<file path="config.mk">
export PLATFORM = sky130hd
export DESIGN_NAME = resv_monitor
export DESIGN_NICKNAME = d
export VERILOG_FILES = /design/src/rtl/resv_pkg.sv /design/src/rtl/resv_ctrl.sv /design/src/rtl/resv_datapath.sv /design/src/rtl/resv_monitor.sv
export SDC_FILE = /design/constraint.sdc
export NUM_CORES = 1
export LEC_CHECK = 0
export BUFFER_PORTS_ARGS = -buffer_cell sky130_fd_sc_hd__buf_2
export CAP_MARGIN = 0
export CORE_MARGIN = 8
export CORE_UTILIZATION = 28
export DETAILED_ROUTE_END_ITERATION = 8
export GPL_ROUTABILITY_DRIVEN = 0
export PLACE_DENSITY = 0.65
export SYNTH_ARGS = -nofsm -noshare
export SYNTH_HDL_FRONTEND = slang
export SYNTH_HIERARCHICAL = 1
export SYNTH_SLANG_ARGS = --single-unit
export TNS_END_PERCENT = 10
</file>
<file path="constraint.sdc">
create_clock -name clk -period 3.45 [get_ports clk]
set_clock_uncertainty 0.05 [all_clocks]
set_input_delay 0 -clock clk [delete_from_list [all_inputs] [get_ports clk]]
set_output_delay 0 -clock clk [all_outputs]
set_load 0.02 [all_outputs]
</file>
<file path="src/rtl/resv_pkg.sv">
package resv_pkg;
  typedef enum logic {
    MON_OPEN = 1'b0,
    MON_HELD = 1'b1
  } monState_e;

  // control -> datapath strobes for the current cycle
  typedef struct packed {
    logic grant;    // store-exclusive that succeeds
    logic deny;     // store-exclusive that fails
    logic plainWr;  // ordinary store that reaches memory
  } monStrobe_t;
endpackage

</file>
<file path="src/rtl/resv_ctrl.sv">
module resv_ctrl
  import resv_pkg::*;
(
  input  logic       clk,
  input  logic       rstN,
  input  logic       ldExcl,
  input  logic       stExcl,
  input  logic       clrExcl,
  input  logic       stPlain,
  input  logic       excEntry,
  output monStrobe_t strobe,
  output logic       held
);
  monState_e state, stateNext;
  logic dropAll;

  assign dropAll = clrExcl | excEntry;

  always_comb begin
    stateNext = state;
    if (dropAll)     stateNext = MON_OPEN;
    else if (ldExcl) stateNext = MON_HELD;
    else if (stExcl) stateNext = MON_OPEN;
  end

  always_ff @(posedge clk or negedge rstN) begin
    if (!rstN) state <= MON_OPEN;
    else       state <= stateNext;
  end

  assign held           = (state == MON_HELD);
  assign strobe.grant   = stExcl & held;
  assign strobe.deny    = stExcl & ~held;
  assign strobe.plainWr = stPlain & ~stExcl;

  assert_load_sets_R2: assert property (@(posedge clk) disable iff (!rstN)
    (ldExcl && !dropAll) |=> held);
  assert_stx_drops_R5: assert property (@(posedge clk) disable iff (!rstN)
    (stExcl && !ldExcl && !dropAll) |=> !held);
  assert_clear_drops_R6: assert property (@(posedge clk) disable iff (!rstN)
    clrExcl |=> !held);
  assert_exc_drops_R8: assert property (@(posedge clk) disable iff (!rstN)
    excEntry |=> !held);
  assert_clear_beats_load_R9: assert property (@(posedge clk) disable iff (!rstN)
    (ldExcl && dropAll) |=> !held);
  assert_plain_keeps_R7: assert property (@(posedge clk) disable iff (!rstN)
    (stPlain && !stExcl && !ldExcl && !dropAll) |=> (held == $past(held)));
endmodule

</file>
<file path="src/rtl/resv_datapath.sv">
module resv_datapath
  import resv_pkg::*;
#(
  parameter int ADDR_W = 32,
  parameter int DATA_W = 32
) (
  input  logic              clk,
  input  logic              rstN,
  input  monStrobe_t        strobe,
  input  logic [ADDR_W-1:0] addr,
  input  logic [DATA_W-1:0] wdata,
  output logic              stStatus,
  output logic              stStatusValid,
  output logic              memWe,
  output logic [ADDR_W-1:0] memAddr,
  output logic [DATA_W-1:0] memWdata
);
  logic doWrite, doReport;

  assign doWrite  = strobe.grant | strobe.plainWr;
  assign doReport = strobe.grant | strobe.deny;

  always_ff @(posedge clk or negedge rstN) begin
    if (!rstN) begin
      stStatus      <= 1'b0;
      stStatusValid <= 1'b0;
      memWe         <= 1'b0;
      memAddr       <= '0;
      memWdata      <= '0;
    end else begin
      stStatusValid <= doReport;
      memWe         <= doWrite;
      if (doReport) stStatus <= strobe.deny;
      if (doWrite) begin
        memAddr  <= addr;
        memWdata <= wdata;
      end
    end
  end

  assert_fail_no_write_R4: assert property (@(posedge clk) disable iff (!rstN)
    (stStatusValid && stStatus) |-> !memWe);
  assert_pass_writes_R2: assert property (@(posedge clk) disable iff (!rstN)
    (stStatusValid && !stStatus) |-> memWe);
  assert_status_pulse_R10: assert property (@(posedge clk) disable iff (!rstN)
    !(strobe.grant || strobe.deny) |=> !stStatusValid);
  assert_one_outcome_R11: assert property (@(posedge clk) disable iff (!rstN)
    !(strobe.grant && strobe.deny));
endmodule

</file>
<file path="src/rtl/resv_monitor.sv">
module resv_monitor
  import resv_pkg::*;
#(
  parameter int ADDR_W = 32,
  parameter int DATA_W = 32
) (
  input  logic              clk,
  input  logic              rstN,
  input  logic              ldExcl,
  input  logic              stExcl,
  input  logic              clrExcl,
  input  logic              stPlain,
  input  logic              excEntry,
  input  logic [ADDR_W-1:0] addr,
  input  logic [DATA_W-1:0] wdata,
  output logic              stStatus,
  output logic              stStatusValid,
  output logic              memWe,
  output logic [ADDR_W-1:0] memAddr,
  output logic [DATA_W-1:0] memWdata
);
  monStrobe_t strobe;
  logic       held;

  resv_ctrl i_ctrl (
    .clk(clk), .rstN(rstN), .ldExcl(ldExcl), .stExcl(stExcl),
    .clrExcl(clrExcl), .stPlain(stPlain), .excEntry(excEntry),
    .strobe(strobe), .held(held)
  );

  resv_datapath #(.ADDR_W(ADDR_W), .DATA_W(DATA_W)) i_dp (
    .clk(clk), .rstN(rstN), .strobe(strobe), .addr(addr), .wdata(wdata),
    .stStatus(stStatus), .stStatusValid(stStatusValid),
    .memWe(memWe), .memAddr(memAddr), .memWdata(memWdata)
  );

  assert_reservation_pass_R3: assert property (@(posedge clk) disable iff (!rstN)
    (stExcl && held && !clrExcl && !excEntry) |=> (stStatusValid && !stStatus));
endmodule

</file>
==> impl_metrics.tcl, run 1 <==
set metrics [dict create \
    outcome "finished clean" \
    power.share.clock_pct 30.4 \
    grt_util_all_layers_pct 11.07 \
    number_of_synthesized_register_bits 68 \
    design.die.area_mm2 0.01339 \
    maxCapViolations 0 \
    post_drt_via_cell_ratio 3.924 \
    commonest_cells_after_routing_fill_and_taps_aside "sky130_fd_sc_hd__buf_2 (136), sky130_fd_sc_hd__dlygate4sd3_1 (68), sky130_fd_sc_hd__dfrtp_1 (68), sky130_fd_sc_hd__mux2_4 (49), sky130_fd_sc_hd__mux2_2 (15)" \
    grt_antenna_before_repair 0 \
    fraction_of_layout_instances_using_a_drive_strength_above_1_pct 60.66 \
    crit-reg2reg-launch "i_ctrl/held$_DFFE_PN0P_" \
    fin_worst_hold_slack_ns 0.2300 \
    multiInputGateArea_um2 969.7 \
    share_comb_of_total_power_pct 27.3 \
    place_hpwl_mm 4.789 \
    placement.setup.worst_slack_ns 1.270 \
    first_global_vias 2270 \
    ant_nets 0 \
    r2r_slack_ns 1.28 \
    numPlacedInstances 415 \
    cts_buffers 9 \
    max-slew-margin-rel_pct 43.19 \
    synth_cells 150 \
    p_switching_uw 679.2 \
    setup_repair_after_global_routing_missed_its_margin "no" \
    period_minus_slack_ns 2.168 \
    p_leak_uw 0.002271 \
    route.final.wire_length_mm 7.355 \
    io_pins 138 \
    ff2ff_path_depth 4 \
    synth_area_leaders "sky130_fd_sc_hd__dfrtp_1 (61%), sky130_fd_sc_hd__mux2_4 (26%), sky130_fd_sc_hd__mux2_2 (6.1%), sky130_fd_sc_hd__buf_12 (2.9%), sky130_fd_sc_hd__buf_8 (0.54%)" \
    setup_total_negative_slack_ns 0 \
    syn_area_mm2 0.002785 \
    cts_resized 0 \
    switching_part_of_the_total_pct 29.16 \
    powerDensity_mw_per_mm2 522.6 \
    synth.top_cell.area_share_pct 61.10 \
    synth.net_count 221 \
    die_width_um 115.7 \
    source_to_sink_clock_delay_at_the_later_pin_of_the_worst_skew_pair_ns 0.33 \
    min_period_over_period_pct 62.85 \
    design.core.area_mm2 0.009729 \
    required_time_worst_endpoint_ns 3.62 \
    tightest_slew_ns 0.8522 \
    cp-startpoint "i_ctrl/held$_DFFE_PN0P_" \
    maxSlewViolCount 0 \
    detail_routed_net_length_per_standard_cell_um 14.74 \
    crit_fanout 25 \
    worstPathArrival_ns 2.34 \
    cts_tree "done" \
    worst_ir_drop_vdd_mv 0.2407 \
    timing.critical_path.from_type "register" \
    vias 1958 \
    mostFrequentLayoutCell "sky130_fd_sc_hd__buf_2" \
    cts.repair_timing.setup_buffer_count 0 \
    hold_path.startpoint "stPlain" \
    fin_nets 432 \
    num-fill-cells 878 \
    synthesis.yosys.warnings 6 \
    synth.lib_cells_used.distinct 16 \
    register_area_mm2 0.001702 \
    numClockSinks 68 \
    antenna_cell_count 0 \
    port_buffers 137 \
    min_path_type "in -> reg" \
    grt_pass1_wl_mm 11.48 \
    cts.root.buffer_cell "sky130_fd_sc_hd__clkbuf_8" \
    fp-row-count 36 \
    drt_iter0_drc 42 \
    syn_area_per_cell_um2 18.57 \
    grt_max_degree 69 \
    max_freq_mhz 461.2 \
    drc_errors 0 \
    rr_endpoint "i_dp/memWdata[31]$_DFFE_PN0P_" \
    worst-setup-path-type "reg -> reg" \
    final_hold_viol_count 0 \
    final_cells 499 \
    timing.final.setup_violations 0 \
    floorplan.die.height_um 115.7 \
    drtPass1Iterations 4 \
    power_frac_seq_pct 42.3 \
    overflow 0 \
    area_overhead_vs_synth_pct 60.06 \
    synth_area_leader "sky130_fd_sc_hd__dfrtp_1" \
    setup.worst_path.end "i_dp/memWdata[31]$_DFFE_PN0P_" \
    effective_utilization_at_floorplan_pct 28.63 \
    clk_transition_reported_paths_ns 0.07 \
    power_uw 2330 \
    timing.final.ws_setup_ns 1.282 \
    cts.path.max_buffers 2 \
    synth_sequential_area_ratio_pct 61.10 \
    internal_power_summed_over_all_cells_uw 1650 \
    htreeDepth 3 \
    cp-end-kind "register" \
]
-- routing by layer --
metal	track usage (%)	up-vias	share of wire, %
met5	0	-	0
met4	4.927	0	1.6
met3	4.898	13	9.5
met2	18.22	81	50
met1	12.12	926	39
li1	-	938	-
-- power groups by stage --
stage	Sequential, µW	Clock (µW)	Combinational [µW]
after detailed placement	998	0	582
after global placement	993	0	575
after CTS	985	743	642
after global routing	1000	772	675
after floorplan	1150	0	218
final	986	709	635
-- synth_stat cells --
cell type	count
sky130_fd_sc_hd__dfrtp_1	68
sky130_fd_sc_hd__mux2_4	49
sky130_fd_sc_hd__mux2_2	15
sky130_fd_sc_hd__buf_12	4
sky130_fd_sc_hd__inv_1	2
sky130_fd_sc_hd__nor2b_1	2
sky130_fd_sc_hd__a21o_1	1
sky130_fd_sc_hd__and2_2	1
sky130_fd_sc_hd__and2b_2	1
sky130_fd_sc_hd__buf_2	1
sky130_fd_sc_hd__buf_6	1
sky130_fd_sc_hd__buf_8	1
sky130_fd_sc_hd__nor2_1	1
sky130_fd_sc_hd__nor2_2	1
sky130_fd_sc_hd__o21a_1	1
sky130_fd_sc_hd__or2_2	1
-- state kept, by name (all words and copies together) (netlist names) --
name,count
i_ctrl/held,1
i_dp/memAddr,32
i_dp/memWdata,32
i_dp/memWe,1
i_dp/stStatus,1
i_dp/stStatusValid,1
-- worst min path at each step --
stage	end	slack [ns]	depth (start not counted)
after floorplan	i_ctrl/held$_DFFE_PN0P_	-0.35	0
after global placement	i_dp/memAddr[9]$_DFFE_PN0P_	0.12	1
after detailed placement	i_dp/memAddr[9]$_DFFE_PN0P_	0.12	1
after CTS	i_dp/memWe$_DFF_PN0_	0.23	4
after global routing	i_dp/memWe$_DFF_PN0_	0.26	4
final	i_dp/memWe$_DFF_PN0_	0.23	4
-- area by class of cell --
type                    count  area share [%]
inverters                   2          0.1684
clock inverters             6           1.993
clock buffers              10           2.863
well taps                 133           3.733
multi-input cells          73           21.75
repair buffers            207           31.32
flip-flops and latches     68           38.17
-- cell families (layout without fill, tap and decap cells) --
logic type	Yosys count	count (layout)	synth area share, %
muxes	64	64	32.48
buffers and inverters	9	225	4.268
DFF	68	68	61.10
and+or+nand+nor	7	7	1.617
AOI/OAI and AO/OA	2	2	0.5393
-- what timing repair did --
item                       in CTS  in global routing
hold buffers                   68                  0
hold endpoints to repair      135                  0
setup endpoints to repair       0                  0
-- worst max-delay path, cell delays in order (launching register included) --
cell and delay [ns]:
sky130_fd_sc_hd__dfrtp_1 0.38, sky130_fd_sc_hd__and2_2 0.22, sky130_fd_sc_hd__nor2_4 0.64, sky130_fd_sc_hd__buf_4 0.37, sky130_fd_sc_hd__mux2_2 0.37
-- stage by stage --
stage | instance area, µm² | utilization, %
finish | 4458 | 45.82
global route | 4458 | 45.82
floorplan | 2785 | -
global placement | 3561 | 36.60
CTS | 4458 | 45.82
detailed placement | 3561 | 36.60
(Power assumes the default switching activity.)
==> run 2: changes to the inputs <==
Clock period 3.45 ns to 2.2 ns, I/O delays scaled along.
==> run 2 against run 1 <==
  * Combinational power is 57% higher
  * Register-to-register slack got worse by 0.77 ns
  * Final area down 0.45%
  * Critical path depth unchanged
  * Sequential share of layout area increased by 0.17 points
  * Flip-flop and latch count did not move
  * Final cell count stayed put
  * Worst setup slack worse by 0.77 ns
  * Via count up 2.9%
  * Die area stayed put
  * Count of clock-buffer cells in the layout did not move
  * Maximum frequency grew 28%
  * Critical endpoint is now i_dp/memAddr[31]$_DFFE_PN0P_
==> impl_metrics.tcl, run 2 (synthesis results as in run 1) <==
set metrics [dict create \
    outcome "finished clean" \
    numClockSinks 68 \
    numPlacedInstances 414 \
    max-slew-margin-rel_pct 43.75 \
    source_to_sink_clock_delay_at_the_later_pin_of_the_worst_skew_pair_ns 0.33 \
    power_frac_seq_pct 43.2 \
    place_hpwl_mm 4.732 \
    timing.final.ws_setup_ns 0.5089 \
    grt_util_all_layers_pct 11.12 \
    required_time_worst_endpoint_ns 2.37 \
    mostFrequentLayoutCell "sky130_fd_sc_hd__buf_2" \
    maxSlewViolCount 0 \
    cts_tree "done" \
    timing.critical_path.from_type "register" \
    power.share.clock_pct 28.9 \
    worstPathArrival_ns 1.86 \
    drc_errors 0 \
    fin_nets 431 \
    cts.root.buffer_cell "sky130_fd_sc_hd__clkbuf_8" \
    tightest_slew_ns 0.8438 \
    grt_pass1_wl_mm 11.57 \
    timing.final.setup_violations 0 \
    grt_antenna_before_repair 0 \
    cts.repair_timing.setup_buffer_count 0 \
    crit_fanout 65 \
    ant_nets 0 \
    cts_resized 0 \
    worst-setup-path-type "reg -> reg" \
    post_drt_via_cell_ratio 4.038 \
    grt_max_degree 69 \
    maxCapViolations 0 \
    ctsHoldBuffers 68 \
    first_global_vias 2363 \
    fp-row-count 36 \
    placement.setup.worst_slack_ns 0.5224 \
    cts.path.max_buffers 2 \
    p_switching_uw 1072 \
    floorplan.die.height_um 115.7 \
    cp-end-kind "register" \
    commonest_cells_after_routing_fill_and_taps_aside "sky130_fd_sc_hd__buf_2 (136), sky130_fd_sc_hd__dlygate4sd3_1 (68), sky130_fd_sc_hd__dfrtp_1 (68), sky130_fd_sc_hd__mux2_4 (49), sky130_fd_sc_hd__mux2_2 (15)" \
    top_regs "i_dp/memAddr: 32 flops, i_dp/memWdata: 32 flops" \
    period_minus_slack_ns 1.691 \
    switching_part_of_the_total_pct 30.02 \
    final_cells 499 \
    overflow 0 \
    htreeDepth 3 \
    route.final.wire_length_mm 7.396 \
    drtPass1Iterations 3 \
    max_freq_mhz 591.3 \
    p_leak_uw 0.002262 \
    effective_utilization_at_floorplan_pct 28.63 \
    io_pins 138 \
    num-fill-cells 895 \
    share_comb_of_total_power_pct 27.9 \
    worst_ir_drop_vdd_mv 0.3106 \
    internal_power_summed_over_all_cells_uw 2500 \
    final_core_density_pct 45.61 \
    detail_routed_net_length_per_standard_cell_um 14.82 \
    fin_worst_hold_slack_ns 0.2603 \
    design.die.area_mm2 0.01339 \
    cts_buffers 9 \
    powerDensity_mw_per_mm2 805.0 \
    drt_iter0_drc 36 \
    area_overhead_vs_synth_pct 59.34 \
    clk_transition_reported_paths_ns 0.07 \
    port_buffers 137 \
    die_width_um 115.7 \
    setup_total_negative_slack_ns 0 \
    fraction_of_layout_instances_using_a_drive_strength_above_1_pct 60.82 \
    design.core.area_mm2 0.009729 \
    setup_repair_after_global_routing_missed_its_margin "no" \
    min_period_over_period_pct 76.87 \
    vias 2015 \
    min_path_type "in -> async" \
    final_hold_viol_count 0 \
]
==> run 2: worst paths after layout <==
| path | startpoint | cells past startpoint | slack [ns] | endpoint |
|---|---|---|---|---|
| min in group clk | stPlain | 5 | 0.35 | i_dp/memWe$_DFF_PN0_ |
| hold reg to reg | i_dp/stStatus$_DFFE_PN0P_ | 1 | 0.43 | i_dp/stStatus$_DFFE_PN0P_ |
| setup / recovery | i_ctrl/held$_DFFE_PN0P_ | 4 | 0.51 | i_dp/memAddr[31]$_DFFE_PN0P_ |
| hold / removal | rstN | 2 | 0.26 | i_dp/memAddr[1]$_DFFE_PN0P_ |
| max in group asynchronous | rstN | 2 | 1.29 | i_dp/memWdata[16]$_DFFE_PN0P_ |
| setup reg to reg | i_ctrl/held$_DFFE_PN0P_ | 4 | 0.51 | i_dp/memAddr[31]$_DFFE_PN0P_ |
==> run 2: through the flow <==
stage / total power [µW] / area, µm²
2_1_floorplan: 2145 / 2785
3_3_place_gp: 2457 / 3553
3_5_place_dp: 2475 / 3553
4_1_cts: 3627 / 4436
5_1_grt: 3748 / 4436
6_report: 3573 / 4438
==> run 2: critical path: stages (launching register included) <==
cell                      delay [ns]
sky130_fd_sc_hd__dfrtp_1        0.39
sky130_fd_sc_hd__and2_2         0.22
sky130_fd_sc_hd__nor2_4         0.10
sky130_fd_sc_hd__buf_12         0.40
sky130_fd_sc_hd__mux2_2         0.38
==> run 2: power groups by stage <==
stage,combinational (µW),sequential [µW],clock [µW]
5_1_grt,1060,1570,1120
3_3_place_gp,902,1550,0
4_1_cts,1010,1540,1080
3_5_place_dp,911,1560,0
6_report,997,1540,1030
2_1_floorplan,341,1800,0
==> run 2: cell type report <==
| class | count | area (µm²) | share of cell area [%] |
|---|---|---|---|
| Antenna cell | 1 | 2.502 | 0.05639 |
| Clock buffer | 10 | 137.6 | 3.101 |
| Clock inverter | 6 | 63.81 | 1.438 |
| Inverter | 2 | 7.507 | 0.1692 |
| Multi-Input combinational cell | 73 | 969.7 | 21.85 |
| Sequential cell | 68 | 1702 | 38.34 |
| Tap cell | 133 | 166.4 | 3.750 |
| Timing Repair Buffer | 206 | 1389 | 31.29 |
==> run 2: layer usage <==
metal	routed length (µm)	vias up	part of all wire, %	GRT usage (%)
met5	0	-	0	0
met4	97	0	1.3	5.013
met1	2825	994	38	11.52
met3	626	9	8.5	4.429
met2	3847	76	52	19.46
li1	-	936	-	-
